$ cat src/rtl/irq_accept_pkg.sv
package irq_accept_pkg;

    localparam int MASK_W   = 4;
    localparam int MASK_TOP = (1 << MASK_W) - 1;

    typedef logic [MASK_W-1:0] irq_mask_t;

    typedef enum logic [0:0] {
        ENT_IDLE  = 1'b0,
        ENT_BUSY  = 1'b1
    } entry_state_e;

    typedef struct packed {
        logic      grant;
        logic      is_nmi;
        irq_mask_t next_mask;
    } irq_verdict_t;

    function automatic logic level_beats_mask(irq_mask_t lvl, irq_mask_t msk);
        return lvl > msk;
    endfunction

endpackage

$ cat src/rtl/irq_mask_judge.sv
module irq_mask_judge
    import irq_accept_pkg::*;
#(
    parameter int VEC_W      = 8,
    parameter int NMI_VECTOR = 11
) (
    input  irq_mask_t          cur_mask,
    input  logic               nmi_req,
    input  logic               mi_req,
    input  irq_mask_t          mi_level,
    input  logic [VEC_W-1:0]   mi_vector,
    output irq_verdict_t       verdict,
    output logic [VEC_W-1:0]   win_vector
);

    localparam logic [VEC_W-1:0] NMI_VEC_C = VEC_W'(NMI_VECTOR);

    logic mi_ok;

    always_comb begin
        mi_ok             = mi_req && level_beats_mask(mi_level, cur_mask);
        verdict.grant     = nmi_req || mi_ok;
        verdict.is_nmi    = nmi_req;
        verdict.next_mask = nmi_req ? irq_mask_t'(MASK_TOP) : mi_level;
        win_vector        = nmi_req ? NMI_VEC_C : mi_vector;
    end

    always_comb begin
        AST_ZERO_LEVEL_NEVER: assert (!(mi_ok && mi_level == '0));
    end

endmodule

$ cat src/rtl/irq_entry_fsm.sv
module irq_entry_fsm
    import irq_accept_pkg::*;
(
    input  logic clk,
    input  logic rst,
    input  logic grant,
    input  logic seq_done,
    output logic take,
    output logic idle,
    output logic entry_active
);

    entry_state_e state_q, state_d;

    always_comb begin
        idle    = (state_q == ENT_IDLE);
        take    = idle && grant;
        state_d = state_q;
        unique case (state_q)
            ENT_IDLE: if (grant)    state_d = ENT_BUSY;
            ENT_BUSY: if (seq_done) state_d = ENT_IDLE;
            default:                state_d = ENT_IDLE;
        endcase
    end

    always_ff @(posedge clk) begin
        if (rst) state_q <= ENT_IDLE;
        else     state_q <= state_d;
    end

    assign entry_active = (state_q == ENT_BUSY);

    AST_BUSY_UNTIL_DONE: assert property (@(posedge clk) disable iff (rst)
        entry_active && !seq_done |=> entry_active);

    AST_IDLE_DONE_HARMLESS: assert property (@(posedge clk) disable iff (rst)
        !entry_active && !grant |=> !entry_active);

endmodule

$ cat src/rtl/irq_capture_regs.sv
module irq_capture_regs
    import irq_accept_pkg::*;
#(
    parameter int VEC_W = 8
) (
    input  logic               clk,
    input  logic               rst,
    input  logic               take,
    input  irq_verdict_t       verdict,
    input  logic [VEC_W-1:0]   win_vector,
    output logic               accept,
    output logic               taken_nmi,
    output logic [VEC_W-1:0]   accept_vector,
    output irq_mask_t          new_mask
);

    always_ff @(posedge clk) begin
        if (rst) begin
            accept        <= 1'b0;
            taken_nmi     <= 1'b0;
            accept_vector <= '0;
            new_mask      <= '0;
        end else begin
            accept <= take;
            if (take) begin
                taken_nmi     <= verdict.is_nmi;
                accept_vector <= win_vector;
                new_mask      <= verdict.next_mask;
            end
        end
    end

    AST_NMI_SATURATES: assert property (@(posedge clk) disable iff (rst)
        accept && taken_nmi |-> new_mask == irq_mask_t'(MASK_TOP));

endmodule

$ cat src/rtl/irq_accept_unit.sv
module irq_accept_unit
    import irq_accept_pkg::*;
#(
    parameter int VEC_W      = 8,
    parameter int NMI_VECTOR = 11
) (
    input  logic               clk,
    input  logic               rst,
    input  logic [3:0]         sr_mask,
    input  logic               nmi_req,
    input  logic               mi_req,
    input  logic [3:0]         mi_level,
    input  logic [VEC_W-1:0]   mi_vector,
    input  logic               seq_done,
    output logic               accept,
    output logic               taken_nmi,
    output logic [VEC_W-1:0]   accept_vector,
    output logic [3:0]         new_mask,
    output logic               entry_active
);

    irq_verdict_t     verdict;
    logic [VEC_W-1:0] win_vector;
    logic             take;
    logic             idle;

    irq_mask_judge #(
        .VEC_W      (VEC_W),
        .NMI_VECTOR (NMI_VECTOR)
    ) u_judge (
        .cur_mask   (sr_mask),
        .nmi_req    (nmi_req),
        .mi_req     (mi_req),
        .mi_level   (mi_level),
        .mi_vector  (mi_vector),
        .verdict    (verdict),
        .win_vector (win_vector)
    );

    irq_entry_fsm u_fsm (
        .clk          (clk),
        .rst          (rst),
        .grant        (verdict.grant),
        .seq_done     (seq_done),
        .take         (take),
        .idle         (idle),
        .entry_active (entry_active)
    );

    irq_capture_regs #(
        .VEC_W (VEC_W)
    ) u_cap (
        .clk           (clk),
        .rst           (rst),
        .take          (take),
        .verdict       (verdict),
        .win_vector    (win_vector),
        .accept        (accept),
        .taken_nmi     (taken_nmi),
        .accept_vector (accept_vector),
        .new_mask      (new_mask)
    );

    AST_NMI_ALWAYS_TAKEN: assert property (@(posedge clk) disable iff (rst)
        idle && nmi_req |=> accept && taken_nmi);

    AST_MI_ABOVE_MASK: assert property (@(posedge clk) disable iff (rst)
        idle && mi_req && !nmi_req && mi_level <= sr_mask |=> !accept);

    AST_ONE_CYCLE_PULSE: assert property (@(posedge clk) disable iff (rst)
        accept |=> !accept);

    AST_HOLD_RESULT: assert property (@(posedge clk) disable iff (rst)
        !accept |-> $stable(accept_vector) && $stable(new_mask) && $stable(taken_nmi));

    AST_ACCEPT_WITH_ENTRY: assert property (@(posedge clk) disable iff (rst)
        accept |-> entry_active);

    AST_NO_ACCEPT_BUSY: assert property (@(posedge clk) disable iff (rst)
        entry_active |=> !accept);

endmodule

$ cat config.mk
export PLATFORM = sky130hd
export DESIGN_NAME = irq_accept_unit
export DESIGN_NICKNAME = d
export VERILOG_FILES = /design/src/rtl/irq_accept_pkg.sv /design/src/rtl/irq_mask_judge.sv /design/src/rtl/irq_entry_fsm.sv /design/src/rtl/irq_capture_regs.sv /design/src/rtl/irq_accept_unit.sv
export SDC_FILE = /design/constraint.sdc
export NUM_CORES = 1
export LEC_CHECK = 0
export ABC_CLOCK_PERIOD_IN_PS = 4450
export BUFFER_PORTS_ARGS = -buffer_cell sky130_fd_sc_hd__buf_2
export CAP_MARGIN = 20
export CORE_ASPECT_RATIO = 0.8
export CORE_MARGIN = 2
export CORE_UTILIZATION = 40
export CTS_CLUSTER_SIZE = 24
export DETAILED_ROUTE_END_ITERATION = 6
export PLACE_DENSITY = 0.74
export SETUP_SLACK_MARGIN = 0.02
export SLEW_MARGIN = 20
export SYNTH_ARGS = -nofsm -noshare
export SYNTH_HDL_FRONTEND = slang
export SYNTH_SLANG_ARGS = --single-unit
$ cat constraint.sdc
create_clock -name clk -period 4.45 [get_ports clk]
set_input_delay 0.2225 -clock clk [delete_from_list [all_inputs] [get_ports clk]]
set_output_delay 0.2225 -clock clk [all_outputs]
set_load 0.01 [all_outputs]
==> metrics.txt <==
status=complete, no violations; startpoint types=primary input; Final min period=~1.5 ns; Sink Count=15; Max Slew Vio Count=0; pwr/cell area=around 300 mW/mm²; Post-CTS Setup Inserts=0; min-delay src=mi_vector[6]; Setup TNS=0 ns; quantity of gates resized following cts=0; first-pass GRT wire length=~2800 µm; Tot GR Track Use=between 15 and 20%; CTS clock-pin slew for the worst setup and hold paths=0.09 ns; P_leak=~0.49 nW; Detailed Route Iter0 Violations=14; FF-to-FF Start=u_fsm.entry_active; Fin. Hold Viols=0; DRC violations left=0; dpl cells=between 100 and 150; Routed WL per cell=12.7 µm; Final Skew=0.00244 ns; placed inst area=945 µm²; clock tree buffer depth=2; Flop pwr share=between 50% and 60%; final setup fails=0; commonest non-fill, non-tap cells in the layout=35 x buf_2, 15 x dfxtp_1, 9 x nor2_1; Hold-fix buffers, CTS=0; max_slew headroom=~67%; CTS tree=built; post-synthesis sequential area ratio=around two fifths; fmax=~0.66 GHz; H-tree depth=1; synthesized area per cell=9.42 µm²; Multi-input gate area=~420 µm²; largest cells by area after synthesis=dfxtp_1 38%, o311a_1 9.0%, o211ai_1 6.7%; Top Ports=36; data arrival time of the critical path=1.69 ns; Critical Path End Type=flop; CTS Root Buffer Type=clkbuf_4; TritonCTS buffer count=3; Initial Util=a little over two fifths; P_sw=between 0.00008 and 0.00009 W; Final ANT Viol Nets=0; area growth from synthesis to layout=24.3%; layout cells sized above 1=between 30% and 40%; Crit. Startpoint=sr_mask[3]; Ys Warns=0; vias per cell=just over 5; commonest non-fill, non-tap cell in the layout=buf_2; Die Span Y=between 40 and 50 µm; synthesized flop and latch total=15; Sw Share=between 20% and 30%; Peak VDD IR=roughly 0.00021 V; final setup margin=2.94 ns; core area=0.00186 mm²; kind of critical path=primary input to flop; min-delay worst type=primary input to flop; Final Cycle Share=between 30% and 40%; worst-margin pin slew=roughly 0.5 ns; Non-Filler Instances=between 100 and 150; clock share of power=about 26%; logic gate share of total power=around 23%; Filler cells=between 150 and 200; first-pass detailed-route iteration total=4; Antenna Cells=0; crit-path max FO=13; final wirelength=roughly 1800 µm; Mapped Cells=slightly above 80; fin area=around 970 µm²; pre-CTS setup slack=between 2 and 3 ns; Synthesized Nets=108; DR vias=714; register area=approximately 300 µm²; CP required=4.63 ns; largest net degree at the start of global routing=15; antenna violations before repair=0; maxcap violations=0; Int Pwr=~0.00021 W; Clock Latency Late Sink=0.28 ns; number of global-route vias before repair=640; Pwr Total=0.000297 W; die area=between 0.002 and 0.0025 mm²; row count=14; Netlist cell types=25; Synth area leader=dfxtp_1; Net count, final=about 140; RD Place Congestion=about 0.8; top cell type's share of synthesized area=38.4%; Final HPWL DP=between 1000 and 1500 µm; GRT overflow=0; Die Width=about 53 µm; area of the mapped netlist=about 780 µm²; RSZ-0062 raised after global routing=false; PortBufs=35
[worst max-delay path, cell delays in order]
cell and delay, ns:
buf_2 0.07, inv_1 0.03, ha_1 0.30, nand4_1 0.09, and3b_1 0.34, o21a_4 0.28
mux2_2 0.35
[area by class of cell]
cell class	count	area share (%)
sequential	15	30.9
timing repair buffer	35	18.0
tap	24	3.09
inverter	5	1.93
clock buffer	3	2.32
clock inverter	1	0.515
multi-input combinational	56	43.2
[power by group through the flow]
stage	clock network [W]	logic [W]	registers, W
after detailed placement	0	0.0000687	0.000155
after global placement	0	0.0000671	0.000154
after global routing	0.0000841	0.0000768	0.000153
final	0.0000766	0.0000684	0.000152
after floorplan	0	0.0000401	0.000160
after CTS	0.0000800	0.0000690	0.000152
[registers in the layout, indices dropped and copies added (netlist names)]
| name | count |
|---|---|
| u_cap.accept | 1 |
| u_cap.new_mask | 4 |
| u_cap.accept_vector | 8 |
| u_fsm.entry_active | 1 |
| u_cap.taken_nmi | 1 |
[path summary, 6_finish.rpt]
kind / end / slack, ns / cells after the start
worst max register to register: u_cap.accept_vector[7] / 2.96 / 3
worst min register to register: u_cap.accept_vector[6] / 0.47 / 2
worst min-delay path: u_cap.accept_vector[6] / 0.19 / 3
worst max-delay path: u_cap.accept_vector[7] / 2.94 / 7
[layer usage]
| layer | vias up | global-route usage [%] | routed length (µm) |
|---|---|---|---|
| li1 | 370 | - | - |
| met1 | 318 | 23.4 | 874 |
| met2 | 24 | 24.7 | 762 |
| met3 | 2 | 6.21 | 112 |
| met4 | 0 | 3.08 | 10 |
| met5 | - | 0 | 0 |
[per-stage QoR]
step	hold slack, ns	utilization, %
floorplan	0.365	-
global placement	0.458	50.9
detailed placement	0.459	50.9
CTS	0.177	52.4
global route	0.187	52.4
finish	0.186	52.4
[Yosys cell counts, drive strengths merged]
cell type and n:
o211ai 7, o21a 1, nand3 1, a31oi 1
a21oi 2, nand2 2, nor3b 4, o22ai 1
clkbuf 4, inv 5, buf 3, dfxtp 15
mux2i 1, nand4 1, nand2b 3, mux2 4
nor2 9, and3b 1, ha 4, o21ai 2
and3 4, nor2b 1, o311a 7
[kinds of logic (layout without fill, tap and decap cells)]
kind of cell	count (synthesis)	count (layout)	synth area share, %
muxes	5	5	7.04
buffers and inverters	12	44	7.84
adders and majority gates	4	4	6.40
and+or+nand+nor	26	26	18.1
AOI/OAI and AO/OA	21	21	22.2
DFF	15	15	38.4
(Power assumes the default switching activity.)
